--- src/rtl/bscan_pin_chain.sv ---
module bscan_pin_chain #(
  parameter int NPINS = 4
) (
  input  logic             clk,
  input  logic             rst_n,
  input  logic             sel,
  input  logic             capture,
  input  logic             shift,
  input  logic             update,
  input  logic             mode_extest,
  input  logic             scan_in,
  output logic             scan_out,
  input  logic [NPINS-1:0] core_out,
  input  logic [NPINS-1:0] core_oe,
  output logic [NPINS-1:0] core_in,
  output logic [NPINS-1:0] pad_out,
  output logic [NPINS-1:0] pad_oe,
  input  logic [NPINS-1:0] pad_in
);
  localparam int LEN = 3 * NPINS;

  function automatic logic [LEN-1:0] ctl_mask();
    logic [LEN-1:0] m = '0;
    for (int p = 0; p < NPINS; p++) m[3*p+2] = 1'b1;
    return m;
  endfunction
  localparam logic [LEN-1:0] UPD_RST = ctl_mask();

  logic [LEN-1:0] sh, upd, snap;

  for (genvar p = 0; p < NPINS; p++) begin : g_pin
    assign snap[3*p]   = pad_in[p];
    assign snap[3*p+1] = pad_out[p];
    assign snap[3*p+2] = ~pad_oe[p];
    assign pad_out[p]  = mode_extest ? upd[3*p+1] : core_out[p];
    assign pad_oe[p]   = mode_extest ? ~upd[3*p+2] : core_oe[p];
  end

  always_ff @(posedge clk or negedge rst_n) begin
    if (!rst_n)                sh <= '0;
    else if (sel && capture)   sh <= snap;
    else if (sel && shift)     sh <= {scan_in, sh[LEN-1:1]};
  end

  always_ff @(posedge clk or negedge rst_n) begin
    if (!rst_n)              upd <= UPD_RST;
    else if (sel && update)  upd <= sh;
  end

  assign scan_out = sh[0];
  assign core_in  = pad_in;
endmodule


--- config.mk ---
export PLATFORM = sky130hd
export DESIGN_NAME = bscan_pin_chain
export DESIGN_NICKNAME = d
export VERILOG_FILES = /design/src/rtl/bscan_pin_chain.sv
export SDC_FILE = /design/constraint.sdc
export NUM_CORES = 1
export LEC_CHECK = 0
export BUFFER_PORTS_ARGS = -buffer_cell sky130_fd_sc_hd__buf_2
export CORE_MARGIN = 2
export CORE_UTILIZATION = 44
export CTS_CLUSTER_SIZE = 25
export DETAILED_ROUTE_END_ITERATION = 16
export GPL_TIMING_DRIVEN = 1
export PLACE_DENSITY = 0.77
export SLEW_MARGIN = 20
export SYNTH_ARGS = -nofsm -noshare
export SYNTH_HDL_FRONTEND = slang
export SYNTH_SLANG_ARGS = --single-unit
export TNS_END_PERCENT = 5
--- constraint.sdc ---
create_clock -name clk -period 0.8 [get_ports clk]
set_input_delay 0.16 -clock clk [delete_from_list [all_inputs] [get_ports clk]]
set_output_delay 0.16 -clock clk [all_outputs]
set_load 0.02 [all_outputs]
**After elaboration in Yosys (flattened, before gate mapping)**

Index checks and enable logic that the tools add are counted.
Widths: inputs -> output; s select.

- Bits of input ports: 20
- Output and inout port bits: 13
- Logic and storage cells: 24
- Register bits after elaboration: 24

- Muxes and demuxes: 10
- Reduce and logical (&&, ||, !) cells: 4
- Bitwise gates (word level): 8

Operator list:

| operator | count |
|---|---|
| $mux 12 | 2 |
| $mux 1 | 8 |
| $not 1->1 | 8 |
| $logic_and 1x1->1 | 3 |
| $reduce_bool 2->1 | 1 |

**Depth between registers and ports, before layout**

Gate-level depths: netlist of run 1.

- Depth in word-level cells: 4
- Gate-level depth with buffers: 5
- Depth with buffers taken out: 3

**Worst setup path before layout of run 1**

Ideal clock, no wire load.

- Kind: register to register
- Start point: reg upd[11]
- End point: reg sh[11]
- Required time: 0.643 ns
- Setup time: 0.157 ns
- Path slack: -0.305 ns
- Arrival: 0.947 ns
- Path buffers: 0
- Clock period less this slack: 1.105 ns
- Stages on the path, launching flop included: 3
- Cells stage by stage: dfstp_2 -> mux2i_1 -> o221ai_1

- Cells in the longest elaborated chain, start to end: 4

RTL lines:

| what | RTL line | source |
|---|---|---|
| start, declared | 29 | `logic [LEN-1:0] sh, upd, snap;` |
| start signal, assigned | 47 | `else if (sel && update) upd <= sh;` |
| $not 1->1 | 36 | `assign pad_oe[p] = mode_extest ? ~upd[3*p+2] : core_oe[p];` |
| $mux 1 | 36 |  |
| via pad_oe[3] | 17 | `output logic [NPINS-1:0] pad_oe,` |
| $not 1->1 | 34 | `assign snap[3*p+2] = ~pad_oe[p];` |
| $mux 12 | 41 | `else if (sel && capture) sh <= snap;` |
| end signal, assigned | 41 |  |
| end signal, assigned | 42 | `else if (sel && shift) sh <= {scan_in, sh[LEN-1:1]};` |
| end, declared | 29 |  |

The timed path passes the listed nets, and every way through them passes these cells.
A chain may end at the register's enable or synchronous reset.

**Worst setup path in the final report of run 1**

- Start point: reg upd[4]
- End point: out pad_out[1]

- Cells in the longest elaborated chain, start to end: 1

RTL lines:

| what | RTL line | source |
|---|---|---|
| $mux 1 | 35 | `assign pad_out[p] = mode_extest ? upd[3*p+1] : core_out[p];` |
| end, declared | 16 | `output logic [NPINS-1:0] pad_out,` |

No other way between the ends.

==> flow_summary_export.csv, run 1 <==
group,metric,value,unit
sta,min_period_over_period,159.9,%
logic_synthesis,netlist_area,0.001033,mm^2
placed_design,placed_cells,159,
global_route,grt_pass1_vias,931,
drt,drt-total-wl,2565,um
power,pwr-share-comb,32.0,%
clock_tree,clk_pin_slew_worst_paths,120,ps
floorplanning,die_y,52.47,um
floorplanning,ios,33,
sta,fmax,781.9,MHz
worst_hold_path,worstHoldStart,"pad_in[3]",
cells_and_area,mostFrequentLayoutCell,"buf_2",
floorplanning,dieArea,0.002753,mm^2
flow_run,drv_cap,0,
power,power_density,2174,mW/mm^2
status,status,"finished, violations left",
sta,period_minus_slack,1279,ps
power,switching_power,0.9915,mW
global_route,grt_pass1_wl,4222,um
logic_synthesis,synthDistinctLibCells,19,
sta,fin_skew,1.190,ps
floorplanning,num_rows,17,
drt,via_count,936,
floorplanning,die_x,52.47,um
sta,setup-violations-final,21,
setup_path,endpoint,"pad_out[1]",
logic_synthesis,syn_inst,99,
clock_tree,htree_levels,1,
clock_tree,clk_latency,300,ps
sta,grt_setup_unrepaired,"true",
drt,firstDrtPassIters,5,
cells_and_area,fin_cells,165,
setup_path,slowest_delay,410,ps
power,finalPower,3.065,mW
sta,max_slew_margin,70.42,%
cells_and_area,most-common-layout-cells,"27 x buf_2, 14 x o22ai_1, 14 x dfrtp_1",
sta,tightest_slew,443.6,ps
clock_tree,clock_path_buffers,2,
setup_path,crit_start,"upd[4]",
setup_path,worstPathArrival,1120,ps
drt,drt_iter0_markers,24,
drt,remaining_drc_errors,0,
sta,slew_violations,0,
clock_tree,tritoncts,"yes",
clock_tree,cts_made_buffers,3,
cells_and_area,drive_gt1_share,53.28,%
setup_path,crit_chain,"mux2_4 -> buf_6",
logic_synthesis,synth_seq_area_share,48.91,%
placed_design,gp_congestion,0.7921,
setup_path,cp_max_fo,2,
cells_and_area,syn_to_final_growth,36.44,%
setup_path,crit_type,"flip-flop to output pin",
global_route,antenna_found_initial,0,
setup_path,cp-end-kind,"output pin",
power,switching_share,32.35,%
logic_synthesis,ys_warn_count,0,
floorplanning,initial_core_util,46.72,%
drt,ant_nets,0,
logic_synthesis,avgSynthCellArea,10.44,um^2
drt,vias_per_cell,5.673,
worst_hold_path,whs_path_depth,3,
power,peakVddDrop,1.339,mV
setup_path,rr_endpoint,"sh[4]",
global_route,grt_usage,21.02,%
power,clock_power_share,19.7,%
setup_path,crit_slowest_cell,"dfrtp_1",
drt,routedWlPerCell,15.55,um
global_route,grt_start_max_net_pins,21,
floorplanning,fp.coreArea,0.002212,mm^2
cells_and_area,nNetsFinal,158,
setup_path,r2r-start,"upd[4]",
logic_synthesis,syn_nets,119,
power,leakage,0.6324,nW
status,violations,"setup timing",
setup_path,startpoint_type,"flip-flop",
placed_design,place_hpwl,1760,um
cells_and_area,antenna_cells,0,
global_route,overflow,0,
setup_path,crit_required,640,ps
placed_design,io_buffers,32,
worst_hold_path,hold_class,"input pin to flip-flop",
sta,hold_viol_final,0,
clock_tree,clkSinkCount,20,
logic_synthesis,synth_seq_cells,20,
cells_and_area,fillers,194,
power,p_seq_share,48.2,%
setup_path,ff2ff_setup_slack,-280,ps
setup_path,ff2ff_path_depth,4,
clock_tree,root_buffer,"clkbuf_4",
power,internal-power,2.074,mW
sta,post-route-worst-setup-slack,-478.9,ps
[final cells by class]
| cell class | count | area (um^2) | share of cell area, % |
|---|---|---|---|
| repair buffers | 45 | 329.1 | 23.34 |
| flip-flops and latches | 20 | 508.0 | 36.02 |
| well taps | 28 | 35.03 | 2.484 |
| multi-input cells | 64 | 486.7 | 34.52 |
| clock buffers | 4 | 36.28 | 2.573 |
| inverters | 4 | 15.01 | 1.065 |
[layer usage]
metal,vias to the layer above,share of wire [%],global-route usage [%]
met5,-,0,0
met4,0,1.7,8.547
met3,6,5.7,2.571
met2,41,49,36.04
met1,446,43,26.67
li1,443,-,-
[critical path: cells and delay by family (launching register included)]
kind	cells	cell delay, ps
buf+inv	1	130
flops	1	410
mux	1	270
[Yosys cell counts]
library cell / instances / area share [%]
nand2_1: 2 / 0.73
buf_2: 2 / 0.97
mux2_2: 10 / 11
nand2_2: 3 / 1.8
o21ai_0: 3 / 1.5
clkbuf_1: 1 / 0.36
mux2i_1: 1 / 0.97
and3_1: 1 / 0.61
inv_1: 4 / 1.5
o22ai_1: 19 / 12
a211oi_1: 6 / 4.4
o221ai_1: 1 / 0.85
nor2_1: 6 / 2.2
buf_6: 3 / 3.3
dfstp_2: 4 / 10
a21oi_1: 11 / 5.3
dfrtp_1: 16 / 39
and2b_1: 1 / 0.73
buf_4: 5 / 3.6
[metrics by stage]
step	setup WS, ps	TNS (ps)	util, %	cell area, um^2	hold slack [ps]
floorplan	-134.0	-1329	-	1061	-135.6
global placement	-231.9	-4327	58.37	1291	126.2
detailed placement	-239.0	-4698	58.37	1291	131.7
CTS	-475.2	-4836	62.73	1388	140.3
global route	-511.1	-5819	63.74	1410	151.9
finish	-478.9	-5053	63.74	1410	148.7
[power by group through the flow]
stage	Clock (mW)	Sequential (mW)	Combinational [mW]
CTS	0.606	1.46	0.948
global placement	0	1.45	0.826
floorplan	0	1.42	0.585
finish	0.605	1.48	0.981
detailed placement	0	1.47	0.848
global route	0.643	1.50	1.07
[how the worst min path moves through the flow]
stage             end  slack, ps
2_1_floorplan   sh[0]       -140
3_3_place_gp   upd[4]        130
3_5_place_dp   upd[4]        130
4_1_cts         sh[9]        140
5_1_grt         sh[9]        150
6_report        sh[9]        150
[sequential cells by signal (all words and copies together) (netlist names)]
name / cells
sh: 12
upd: 8
[repair_timing]
action / in CTS / in global routing
hold endpoints to repair: 16 / 0
resized for setup: 14 / 5
pin swaps: 3 / 2
hold buffers: 1 / 0
setup endpoints to repair: 19 / 26
setup buffers: 0 / 1
[cell families (layout without fill, tap and decap cells)]
kind of cell / after synthesis / in the layout / share of synthesized area, %
DFF: 20 / 20 / 48.91
and+or+nand+nor: 13 / 13 / 6.054
muxes: 11 / 11 / 11.86
AOI/OAI and AO/OA: 40 / 40 / 23.49
buffers and inverters: 15 / 53 / 9.685
(Power assumes the default switching activity.)
==> inputs of run 2 (changes only) <==
--- a/config.mk
+++ b/config.mk
@@ -18,2 +18,2 @@
 export SYNTH_SLANG_ARGS = --single-unit
-export TNS_END_PERCENT = 5
+export TNS_END_PERCENT = 1
--- a/constraint.sdc
+++ b/constraint.sdc
@@ -3,2 +3,2 @@
 set_output_delay 0.16 -clock clk [all_outputs]
-set_load 0.02 [all_outputs]
+set_load 0.01 [all_outputs]
==> run 2 against run 1 <==
Compared with the run above:
- the flow still finishes with violations (setup timing)
- flip-flop and latch count stayed put
- combinational power is 12% lower
- count of clock-buffer cells in the layout unchanged
- wire length increased by 3.8%
- core utilization shrank 2.3 points
- non-clock buffer count is the same
- sequential power is essentially flat
- die area did not move
- register-to-register slack improved by 120 ps
- setup slack got worse by 5.5 ps
- critical path type unchanged
==> flow_summary_export.csv, run 2 (same netlist as run 1, synthesis figures left out) <==
group,metric,value,unit
floorplanning,initial_core_util,46.72,%
worst_hold_path,whs_path_depth,3,
power,p_seq_share,49.8,%
sta,fmax,778.6,MHz
setup_path,crit_chain,"mux2_4 -> buf_6",
floorplanning,ios,33,
setup_path,startpoint_type,"flip-flop",
status,violations,"setup timing",
setup_path,crit_buf_inv,1,
clock_tree,clk_latency,310,ps
floorplanning,num_rows,17,
setup_path,slowest_delay,410,ps
clock_tree,clock_path_buffers,2,
drt,firstDrtPassIters,4,
setup_path,crit_type,"flip-flop to output pin",
sta,setup-violations-final,21,
sta,period_minus_slack,1284,ps
power,switching_power,0.9136,mW
placed_design,gp_congestion,0.7926,
clock_tree,clk_pin_slew_worst_paths,120,ps
cells_and_area,fin_util,61.48,%
setup_path,r2r-start,"upd[7]",
placed_design,placed_cells,160,
setup_path,cp-end-kind,"output pin",
cells_and_area,largest_reg_flops,12,
clock_tree,clkSinkCount,20,
sta,max_slew_margin,69.84,%
worst_hold_path,worstHoldStart,"pad_in[1]",
power,power_density,2164,mW/mm^2
setup_path,crit_start,"upd[4]",
global_route,grt_pass1_vias,927,
sta,whs,137.8,ps
power,switching_share,31.04,%
drt,remaining_drc_errors,0,
power,leakage,0.6171,nW
cells_and_area,drive_gt1_share,52.55,%
drt,ant_nets,0,
power,internal-power,2.029,mW
worst_hold_path,worstHoldEndpoint,"sh[3]",
cells_and_area,syn_to_final_growth,31.60,%
drt,routedWlPerCell,16.13,um
power,clock_power_share,20.8,%
sta,post-route-worst-setup-slack,-484.4,ps
clock_tree,htree_levels,1,
cells_and_area,top_regs,"sh (12), upd (8)",
setup_path,ff2ff_setup_slack,-160,ps
worst_hold_path,hold_class,"input pin to flip-flop",
clock_tree,tritoncts,"yes",
placed_design,io_buffers,32,
setup_path,ff2ff_path_depth,3,
global_route,antenna_found_initial,0,
sta,min_period_over_period,160.6,%
drt,drt_iter0_markers,10,
sta,hold_viol_final,0,
power,peakVddDrop,1.473,mV
flow_run,drv_cap,0,
sta,tightest_slew,452.4,ps
cells_and_area,fin_cells,165,
placed_design,detailedPlace.worstSlack,-258.1,ps
setup_path,crit_slowest_cell,"dfrtp_1",
setup_path,crit_required,640,ps
global_route,grt_start_max_net_pins,21,
cells_and_area,most-common-layout-cells,"28 x buf_2, 16 x o22ai_1, 15 x dfrtp_1",
cells_and_area,largest-register,"sh",
clock_tree,cts_made_buffers,3,
floorplanning,dieArea,0.002753,mm^2
cells_and_area,fillers,197,
cells_and_area,mostFrequentLayoutCell,"buf_2",
placed_design,place_hpwl,1939,um
global_route,overflow,0,
global_route,grt_usage,21.06,%
drt,drt-total-wl,2662,um
setup_path,cp_max_fo,2,
status,status,"finished, violations left",
sta,slew_violations,0,
setup_path,rr_endpoint,"sh[7]",
cells_and_area,nNetsFinal,158,
sta,fin_skew,5.579,ps
setup_path,worstPathArrival,1120,ps
setup_path,critPathTopFamily,"flip-flops",
drt,via_count,955,
global_route,grt_pass1_wl,4167,um
sta,grt_setup_unrepaired,"true",
floorplanning,die_x,52.47,um
floorplanning,die_y,52.47,um
cells_and_area,antenna_cells,0,
clock_tree,root_buffer,"clkbuf_4",
power,pwr-share-comb,29.4,%
drt,vias_per_cell,5.788,
floorplanning,fp.coreArea,0.002212,mm^2
run 2: cell counts in the layout (fill, tap and decap cells not counted):
Identical to the previous run, type by type.
run 2: worst max path at each step:
| stage | endpoint | slack [ps] | cells after the start |
|---|---|---|---|
| 2_1_floorplan | sh[4] | -110 | 3 |
| 3_3_place_gp | pad_out[1] | -220 | 4 |
| 3_5_place_dp | sh[5] | -260 | 5 |
| 4_1_cts | pad_out[2] | -470 | 2 |
| 5_1_grt | pad_out[2] | -500 | 2 |
| 6_report | pad_out[1] | -480 | 2 |
run 2: area by class of cell:
class	instances	area [um^2]	share of cell area, %
Sequential cell	20	506.7	37.26
Clock buffer	4	36.28	2.668
Inverter	4	15.01	1.104
Timing Repair Buffer	45	297.8	21.90
Tap cell	28	35.03	2.576
Multi-Input combinational cell	64	469.2	34.50
run 2: timing repair:
item,CTS,global route
buffers inserted,0,0
hold buffers,1,0
pin swaps,3,2
gates resized for setup,7,5
setup endpoints to repair,19,25
endpoints found under the hold margin,16,0
run 2: power by group through the flow:
| stage | Clock [mW] | Sequential, mW | Combinational (mW) |
|---|---|---|---|
| 6_report | 0.612 | 1.47 | 0.866 |
| 2_1_floorplan | 0 | 1.41 | 0.511 |
| 3_5_place_dp | 0 | 1.47 | 0.769 |
| 4_1_cts | 0.607 | 1.45 | 0.847 |
| 5_1_grt | 0.633 | 1.49 | 0.944 |
| 3_3_place_gp | 0 | 1.45 | 0.743 |
run 2: through the flow:
stage	setup TNS (ps)	instance area (um^2)	power, mW
final	-4912	1360	2.943
after global routing	-5516	1360	3.062
after CTS	-4865	1349	2.908
after detailed placement	-4653	1265	2.237
after global placement	-4176	1265	2.197
after floorplan	-998.7	1052	1.924
run 2: per-layer routing:
metal  GRT usage (%)  vias up  share of wire [%]
met5               0        -                  0
met4           9.402        0                2.4
met3           4.571        7                6.2
met2           34.58       34                 50
met1           26.44      470                 41
li1                -      444                  -
run 2: worst min-delay path, cell delays in order:
cell	delay, ps
buf_2	90
o22ai_1	60
a21oi_1	110
==> inputs of run 3 (changes only) <==
CORE_UTILIZATION = 45   (was 44)
PLACE_DENSITY = 0.76   (was 0.77)
clock period = 1.6 ns   (was 0.8 ns; I/O delays follow)
==> run 3 against run 2 <==
Compared with the run above:
- the run now ends clean
- flip-flop and latch count stayed put
- clock power is 52% lower
- clock skew is 2.4 ps higher
- combinational power is 62% lower
- final area is 13% lower
- worst hold slack better by 160 ps
- sequential power is 51% lower
- critical path type unchanged
- largest cell class unchanged
==> flow_summary_export.csv, run 3 (same netlist as run 1, synthesis figures left out) <==
group,metric,value,unit
clock_tree,htree_levels,1,
clock_tree,clock_path_buffers,2,
floorplanning,ios,33,
power,p_seq_share,53.6,%
power,peakVddDrop,0.6113,mV
floorplanning,initial_core_util,47.17,%
floorplanning,die_y,51.93,um
setup_path,crit_buf_inv,1,
worst_hold_path,hold_class,"input pin to flip-flop",
setup_path,cp_max_fo,2,
cells_and_area,most-common-layout-cells,"32 x buf_2, 19 x o22ai_1, 16 x dfrtp_1",
floorplanning,fp.coreArea,0.002191,mm^2
setup_path,slowest_delay,400,ps
clock_tree,clkSinkCount,20,
sta,slew_violations,0,
sta,min_period_over_period,90.02,%
drt,via_count,851,
sta,max_slew_margin,70.60,%
setup_path,crit_type,"flip-flop to output pin",
power,leakage,0.5253,nW
setup_path,critPathTopFamily,"flip-flops",
power,clock_power_share,21.9,%
clock_tree,root_buffer,"clkbuf_4",
placed_design,detailedPlace.worstSlack,172.2,ps
sta,grt_setup_unrepaired,"false",
cells_and_area,antenna_cells,0,
clock_tree,clk_latency,310,ps
floorplanning,dieArea,0.002696,mm^2
cells_and_area,nNetsFinal,146,
sta,fin_setup_tns,0,ps
cells_and_area,top_regs,"sh (12), upd (8)",
placed_design,placed_area,0.001144,mm^2
sta,period_minus_slack,1440,ps
setup_path,worstPathArrival,1120,ps
power,switching_share,29.92,%
clock_tree,tritoncts,"yes",
sta,fin_skew,8.019,ps
sta,hold_viol_final,0,
power,switching_power,0.4020,mW
placed_design,io_buffers,32,
drt,drt_iter0_markers,13,
cells_and_area,largest-register,"sh",
clock_tree,cts-resized-gates,0,
setup_path,crit_chain,"mux2_2 -> buf_2",
drt,ant_nets,0,
setup_path,crit_slowest_cell,"dfrtp_1",
cells_and_area,drive_gt1_share,42.40,%
sta,post-route-worst-setup-slack,159.7,ps
global_route,antenna_found_initial,0,
cells_and_area,multi_input_area,427.9,um^2
cells_and_area,fillers,198,
global_route,overflow,0,
cells_and_area,stdcell_area,0.001190,mm^2
cells_and_area,syn_to_final_growth,15.13,%
global_route,grt_usage,17.56,%
floorplanning,num_rows,17,
cells_and_area,largest_reg_flops,12,
drt,vias_per_cell,5.562,
drt,firstDrtPassIters,4,
global_route,grt_pass1_vias,787,
drt,remaining_drc_errors,0,
power,pwr-share-comb,24.5,%
global_route,grt_start_max_net_pins,21,
cells_and_area,seq_area,505.5,um^2
setup_path,ff2ff_setup_slack,610,ps
placed_design,place_hpwl,1523,um
cells_and_area,mostFrequentLayoutCell,"buf_2",
status,status,"complete, no violations",
clock_tree,post-cts-setup-buffers,0,
placed_design,gp_congestion,0.6903,
sta,fmax,694.3,MHz
sta,tightest_slew,441.1,ps
clock_tree,clk_pin_slew_worst_paths,110,ps
floorplanning,die_x,51.93,um
flow_run,drv_cap,0,
drt,routedWlPerCell,14.00,um
power,power_density,1129,mW/mm^2
setup_path,cp-end-kind,"output pin",
drt,drt-total-wl,2142,um
global_route,grt_pass1_wl,3477,um
power,internal-power,0.9416,mW
clock_tree,cts_made_buffers,3,
sta,setup-violations-final,0,
setup_path,startpoint_type,"flip-flop",
setup_path,crit_required,1280,ps
[run 3: changes by cell type in the layout (fill, tap and decap cells not counted), sizes merged]
cell,delta
buf,-12
[run 3: per-stage QoR]
stage | util (%) | cells | hold slack (ps) | total power [mW]
finish | 54.31 | 153 | 301.9 | 1.344
global placement | 52.20 | 148 | 284.8 | 1.038
floorplan | - | 99 | 24.41 | 0.9457
global route | 54.31 | 153 | 311.7 | 1.426
detailed placement | 52.20 | 148 | 290.4 | 1.058
CTS | 54.31 | 153 | 300.1 | 1.352
[run 3: area by class of cell]
cell class,count,share of cell area [%]
timing repair buffer,33,14.30
multi-input combinational,64,35.96
sequential,20,42.48
tap,28,2.944
inverter,4,1.262
clock buffer,4,3.049
[run 3: timing repair]
item                       CTS  global route
hold buffers                 1             0
hold endpoints to repair    16             0
setup endpoints to repair    0             0
[run 3: worst min-delay path, cell delays in order]
cell,delay (ps)
buf_2,90
o22ai_1,60
a21oi_1,100
[run 3: per-layer routing]
layer	share of wire, %	track usage (%)	vias up
met2	49	29.32	30
met3	4.9	1.724	5
li1	-	-	421
met1	44	22.35	395
met4	2.2	9.211	0
met5	0	0	-
[run 3: path summary, 6_finish.rpt]
kind	from	to	depth (start not counted)
setup reg to reg	upd[7]	sh[7]	3
min in group asynchronous	rst_n	sh[11]	2
hold / removal	pad_in[2]	sh[6]	3
hold reg to reg	upd[2]	upd[2]	2
setup / recovery	upd[7]	pad_out[2]	2
max in group asynchronous	rst_n	upd[8]	2
[run 3: power by group through the flow]
stage	Combinational, mW	Clock, mW	Sequential (mW)
floorplan	0.242	0	0.704
detailed placement	0.329	0	0.730
global route	0.367	0.323	0.736
finish	0.329	0.295	0.720
global placement	0.318	0	0.720
CTS	0.333	0.300	0.719
